==> src/rtl/pn11_ais_pkg.sv <==
`timescale 1ns/1ps
package pn11_ais_pkg;
   typedef enum logic {
      DEF_CLEAR    = 1'b0,
      DEF_DECLARED = 1'b1
   } defect_state_e;

   function automatic int unsigned width_of(input int unsigned n);
      return (n <= 1) ? 1 : $clog2(n);
   endfunction
endpackage

==> src/rtl/pn11_inv_descrambler.sv <==
`timescale 1ns/1ps
module pn11_inv_descrambler #(
   parameter int unsigned TAP_A = 9,
   parameter int unsigned TAP_B = 11
) (
   input  logic clk,
   input  logic rst,
   input  logic bit_vld,
   input  logic bit_in,
   output logic desc_bit
);
   localparam int unsigned DEPTH = TAP_B;

   logic [DEPTH-1:0] hist;

   always_ff @(posedge clk) begin
      if (rst) begin
         hist <= '0;
      end else if (bit_vld) begin
         hist <= {hist[DEPTH-2:0], bit_in};
      end
   end

   // hist[k-1] holds the accepted bit from k strobes ago
   assign desc_bit = bit_in ^ hist[TAP_A-1] ^ hist[TAP_B-1];
endmodule

==> src/rtl/pn11_win_counter.sv <==
`timescale 1ns/1ps
module pn11_win_counter #(
   parameter int unsigned WIN_LEN = 8192,
   localparam int unsigned CW = $clog2(WIN_LEN + 1),
   localparam int unsigned BW = pn11_ais_pkg::width_of(WIN_LEN)
) (
   input  logic          clk,
   input  logic          rst,
   input  logic          bit_vld,
   input  logic          raw_bit,
   input  logic          desc_bit,
   output logic          win_end,
   output logic [BW-1:0] bit_cnt,
   output logic [CW-1:0] in_final,
   output logic [CW-1:0] out_final
);
   localparam logic [BW-1:0] LAST_IDX = BW'(WIN_LEN - 1);
   localparam bit IS_POW2 = ((WIN_LEN & (WIN_LEN - 1)) == 0);

   logic [CW-1:0] in_cnt;
   logic [CW-1:0] out_cnt;

   generate
      if (IS_POW2) begin : g_wrap
         assign win_end = bit_vld && (&bit_cnt);
         always_ff @(posedge clk) begin
            if (rst)          bit_cnt <= '0;
            else if (bit_vld) bit_cnt <= bit_cnt + 1'b1;
         end
      end else begin : g_cmp
         assign win_end = bit_vld && (bit_cnt == LAST_IDX);
         always_ff @(posedge clk) begin
            if (rst)          bit_cnt <= '0;
            else if (win_end) bit_cnt <= '0;
            else if (bit_vld) bit_cnt <= bit_cnt + 1'b1;
         end
      end
   endgenerate

   assign in_final  = in_cnt  + {{(CW-1){1'b0}}, (bit_vld & raw_bit)};
   assign out_final = out_cnt + {{(CW-1){1'b0}}, (bit_vld & desc_bit)};

   always_ff @(posedge clk) begin
      if (rst || win_end) begin
         in_cnt  <= '0;
         out_cnt <= '0;
      end else begin
         in_cnt  <= in_final;
         out_cnt <= out_final;
      end
   end
endmodule

==> src/rtl/pn11_persist.sv <==
`timescale 1ns/1ps
module pn11_persist #(
   parameter int unsigned N_CONSEC = 3,
   localparam int unsigned SW = pn11_ais_pkg::width_of(N_CONSEC)
) (
   input  logic          clk,
   input  logic          rst,
   input  logic          win_end,
   input  logic          alarm_like,
   output logic          defect,
   output logic [SW-1:0] streak
);
   import pn11_ais_pkg::*;

   localparam logic [SW-1:0] LAST_S = SW'(N_CONSEC - 1);

   defect_state_e state;
   logic          wants_flip;

   // a window supports a change when its verdict differs from the current flag
   assign wants_flip = (alarm_like != (state == DEF_DECLARED));
   assign defect     = (state == DEF_DECLARED);

   always_ff @(posedge clk) begin
      if (rst) begin
         state  <= DEF_CLEAR;
         streak <= '0;
      end else if (win_end) begin
         if (!wants_flip) begin
            streak <= '0;
         end else if (streak == LAST_S) begin
            state  <= (state == DEF_CLEAR) ? DEF_DECLARED : DEF_CLEAR;
            streak <= '0;
         end else begin
            streak <= streak + 1'b1;
         end
      end
   end
endmodule

==> src/rtl/pn11_ais_monitor.sv <==
`timescale 1ns/1ps
module pn11_ais_monitor #(
   parameter int unsigned WIN_LEN  = 8192,
   parameter int unsigned THRESH   = 256,
   parameter int unsigned N_CONSEC = 3,
   parameter int unsigned TAP_A    = 9,
   parameter int unsigned TAP_B    = 11
) (
   input  logic clk,
   input  logic rst,
   input  logic bit_vld,
   input  logic bit_in,
   output logic ais_defect
);
   localparam int unsigned CW = $clog2(WIN_LEN + 1);
   localparam int unsigned BW = pn11_ais_pkg::width_of(WIN_LEN);
   localparam int unsigned SW = pn11_ais_pkg::width_of(N_CONSEC);
   localparam logic [CW-1:0] TH_V = CW'(THRESH);

   // elaboration-time parameter checks
   generate
      if (WIN_LEN < 2) begin : g_bad_win
         $error("WIN_LEN must be at least 2");
      end
      if (THRESH < 1 || THRESH > WIN_LEN) begin : g_bad_th
         $error("THRESH must lie in 1..WIN_LEN");
      end
      if (N_CONSEC < 1) begin : g_bad_n
         $error("N_CONSEC must be at least 1");
      end
      if (TAP_A < 1 || TAP_B <= TAP_A) begin : g_bad_tap
         $error("taps must satisfy 1 <= TAP_A < TAP_B");
      end
   endgenerate

   logic          desc_bit;
   logic          win_end;
   logic [BW-1:0] bit_cnt;
   logic [CW-1:0] in_final;
   logic [CW-1:0] out_final;
   logic          alarm_like;
   logic [SW-1:0] streak;

   pn11_inv_descrambler #(.TAP_A(TAP_A), .TAP_B(TAP_B)) u_inv (
      .clk(clk), .rst(rst), .bit_vld(bit_vld), .bit_in(bit_in),
      .desc_bit(desc_bit)
   );

   pn11_win_counter #(.WIN_LEN(WIN_LEN)) u_win (
      .clk(clk), .rst(rst), .bit_vld(bit_vld), .raw_bit(bit_in),
      .desc_bit(desc_bit), .win_end(win_end), .bit_cnt(bit_cnt),
      .in_final(in_final), .out_final(out_final)
   );

   assign alarm_like = (out_final < TH_V) && (in_final >= TH_V);

   pn11_persist #(.N_CONSEC(N_CONSEC)) u_pers (
      .clk(clk), .rst(rst), .win_end(win_end), .alarm_like(alarm_like),
      .defect(ais_defect), .streak(streak)
   );
endmodule

==> config.mk <==
export PLATFORM = sky130hd
export DESIGN_NAME = pn11_ais_monitor
export DESIGN_NICKNAME = d
export VERILOG_FILES = /design/src/rtl/pn11_ais_pkg.sv /design/src/rtl/pn11_inv_descrambler.sv /design/src/rtl/pn11_win_counter.sv /design/src/rtl/pn11_persist.sv /design/src/rtl/pn11_ais_monitor.sv
export SDC_FILE = /design/constraint.sdc
export NUM_CORES = 1
export LEC_CHECK = 0
export BUFFER_PORTS_ARGS = -buffer_cell sky130_fd_sc_hd__buf_2
export CORE_MARGIN = 2
export CORE_UTILIZATION = 55
export DETAILED_ROUTE_END_ITERATION = 8
export PLACE_DENSITY_LB_ADDON = 0.1
export SYNTH_ARGS = -nofsm -noshare
export SYNTH_HDL_FRONTEND = slang
export SYNTH_HIERARCHICAL = 1
export SYNTH_SLANG_ARGS = --single-unit
==> constraint.sdc <==
create_clock -name clk -period 3.1 [get_ports clk]
set_input_delay 0.31 -clock clk [delete_from_list [all_inputs] [get_ports clk]]
set_output_delay 0.31 -clock clk [all_outputs]
set_load 0.01 [all_outputs]
==> results.py <==
metrics = {
    "power_and_ir_drop": {
        "p_total_w": 0.00126,
        "internal_power_w": 0.000996,
        "pwr-share-clk_pct": 39.4,
        "ir_drop_v": 0.000312,
        "seq_power_share_pct": 57.2,
        "leakagePower_nw": 1.04,
        "switching_power_w": 0.000260,
        "comb_power_share_pct": 3.3,
        "switching_share_pct": 20.7,
        "powerDensity_mw_per_mm2": 479,
    },
    "yosys": {
        "synth-seq-area-share_pct": 45.2,
        "synth-edff-count": 0,
        "async_flop_share_pct": 0,
        "ys_types": 35,
        "synth_top_area_share_pct": 45.2,
        "syn-num-nets": 268,
        "synthTopCellsByCount": "55 x dfxtp_1, 35 x nor2_1, 24 x nor2b_1",
        "synth.ff_latch_count": 55,
        "avgSynthCellArea_um2": 9.41,
        "syn_area_mm2": 0.00244,
        "yosysTopAreaCell": "dfxtp_1",
        "yosysMostFrequentCell": "dfxtp_1",
        "synth_flop_cell": "dfxtp_1",
        "synthesis.instances": 259,
        "synth.area.top_cells": "dfxtp_1 45%, xor2_1 7.2%, xnor2_1 6.5%",
        "ys.warnings.count": 6,
    },
    "routing": {
        "wl_per_cell_um": 11.4,
        "vias": 1637,
        "via_per_inst": 5.15,
        "drtIter0Drc": 41,
        "totalWireLength_um": 3620,
        "drt-pass1-iter-count": 4,
        "ant_nets": 0,
        "remaining_drc_errors": 0,
    },
    "timing": {
        "min_period_over_period_pct": 94.6,
        "clock_skew_ns": 0.00650,
        "hold_viol": 0,
        "period_minus_slack_ns": 2.93,
        "setup-violations-final": 0,
        "setup_ws_ns": 0.168,
        "slew_headroom_pct": 66.7,
        "maxSlewViolCount": 0,
        "fmax_ghz": 0.341,
        "tightest_slew_ns": 0.495,
    },
    "global_routing": {
        "grt_pass1_vias": 1528,
        "grt_max_degree": 32,
        "antenna_found_initial": 0,
        "gr-total-overflow": 0,
        "grt_pass1_wl_um": 6420,
        "track_usage_pct": 15.8,
    },
    "clock_tree": {
        "clock_latency_ns": 0.30,
        "cts_buffers": 5,
        "clock_path_buffers": 2,
        "cts_tree": "yes",
        "clkTransAtPathRegs_ns": 0.10,
        "cts_root_buf": "clkbuf_8",
        "htreeDepth": 2,
        "cts_sinks": 55,
    },
    "critical_path": {
        "startpoint": "u_inv/hist[8]",
        "r2r_start": "u_inv/hist[8]",
        "cp_num_buf_inv": 0,
        "critPathRequiredTime_ns": 3.27,
        "crit_path_frequent_cell": "xnor2_1",
        "crit_path_start_kind": "flip-flop",
        "critical_path_class": "reg2reg",
        "worstSetupEndpointType": "flip-flop",
        "max_stage_delay_ns": 0.50,
        "slowest_stage": "or4_1",
        "crit_arrival_ns": 3.10,
        "crit_chain": "xnor2_1, xnor2_1, and2_1, ha_2, ha_2, nand4_1, nor3_2, xor2_1, or4_1, a211oi_2, xnor2_1, o32ai_1",
        "cp_top_family": "simple AND/OR/NAND/NOR gates",
        "crit_path_max_fanout": 4,
    },
    "die": {
        "io_pins": 5,
        "die_w_um": 70.6,
        "core_area_mm2": 0.00432,
        "dieArea_mm2": 0.00498,
        "initial_utilization_pct": 56.4,
        "num_rows": 24,
        "die-height_um": 70.6,
    },
    "final_layout": {
        "drive_gt1_share_pct": 9.40,
        "fin_util_pct": 60.7,
        "n_antenna_cell": 0,
        "layout.nets": 274,
        "syn2layout_area_growth_pct": 7.65,
        "finalInstanceArea_mm2": 0.00262,
    },
    "hold_path": {
        "min-delay-start": "bit_in",
        "min_path_type": "in2reg",
    },
    "place": {
        "port_buffers": 4,
        "preCtsSetupSlack_ns": 0.0619,
        "dpl_cell_area_mm2": 0.00248,
        "gp_congestion": 0.711,
        "dp_hpwl_um": 2440,
    },
    "job": {
        "drv_cap": 0,
    },
    "status": {
        "outcome": "finished, final reports clean",
    },
}
## flip-flops by register name, indices dropped and copies added (netlist names)
name           count
u_win/in_cnt      14
u_win/out_cnt     14
u_win/bit_cnt     13
u_inv/hist        11
u_pers/streak      2
u_pers/defect      1
## metal layers
layer / wire length (um) / global-route usage (%) / up-vias
li1: - / - / 876
met1: 1900 / 21.2 / 741
met3: 105 / 4.84 / 2
met5: 0 / 0 / -
met4: 25 / 4.40 / 0
met2: 1590 / 25.1 / 18
## through the flow
step / TNS, ns / instances / hold slack (ns)
4_1_cts: 0 / 317 / 0.281
3_3_place_gp: 0 / 309 / 0.473
5_1_grt: -0.0212 / 318 / 0.310
6_report: 0 / 318 / 0.282
3_5_place_dp: 0 / 309 / 0.483
2_1_floorplan: 0 / 259 / 0.379
## cells by family after synthesis
logic type | after synthesis | synth area share [%]
adder cells (fa/ha/maj) | 5 | 2.57
AND/OR/NAND/NOR | 125 | 27.7
AO/OA/AOI/OAI | 5 | 1.64
multiplexers | 13 | 5.34
flip-flops | 55 | 45.2
buffers and inverters | 18 | 3.95
XOR/XNOR | 38 | 13.7
## worst register-to-register path, cell delays in order (launching register included)
cell,delay (ns)
dfxtp_2,0.34
xnor2_1,0.16
xnor2_1,0.12
and2_1,0.14
ha_2,0.20
ha_2,0.21
nand4_1,0.21
nor3_2,0.26
xor2_1,0.09
or4_1,0.50
a211oi_2,0.29
xnor2_1,0.17
o32ai_1,0.11
## final timing paths
check | slack (ns) | cells past startpoint | end
worst max-delay path | 0.17 | 12 | u_pers/streak[0]
worst min-delay path | 0.28 | 3 | u_inv/hist[0]
worst max register to register | 0.17 | 12 | u_pers/streak[0]
worst min register to register | 0.51 | 2 | u_inv/hist[2]
## cells in the final DEF, fill, tap and decap left out, types with 2 or more instances in the layout
cell type and count:
dfxtp_1 54, nor2_1 35, nor2b_1 24, xor2_1 20, xnor2_1 18, mux2i_1 13
nand3_1 13, nand2_1 12, inv_1 10, nor4_1 8, nand4_1 7, clkbuf_8 6
nor3_1 5, buf_2 4, buf_4 3, and4_1 3, ha_1 3, o32ai_1 2
nand2b_1 2, nor3_2 2, and2_1 2, and3_1 2, ha_2 2
## power groups by stage
| stage | clock network, W | registers [W] | logic, W |
|---|---|---|---|
| finish | 0.000496 | 0.000719 | 0.0000417 |
| global route | 0.000531 | 0.000720 | 0.0000490 |
| global placement | 0 | 0.000736 | 0.0000419 |
| CTS | 0.000506 | 0.000719 | 0.0000427 |
| detailed placement | 0 | 0.000736 | 0.0000426 |
| floorplan | 0 | 0.000735 | 0.0000359 |
## layout make-up
| type | count | area [um2] |
|---|---|---|
| clock buffer | 6 | 82.6 |
| sequential | 55 | 1100 |
| tap | 52 | 65.1 |
| inverter | 10 | 37.5 |
| fill | 379 | 1700 |
| timing repair buffer | 7 | 42.5 |
| clock inverter | 2 | 38.8 |
| multi-input combinational | 186 | 1250 |
## timing repair
action,in CTS,in global routing
buffers inserted,0,1
hold buffers,0,0
gates resized for setup,0,5
setup endpoints to repair,0,2
(Power assumes the default switching activity.)
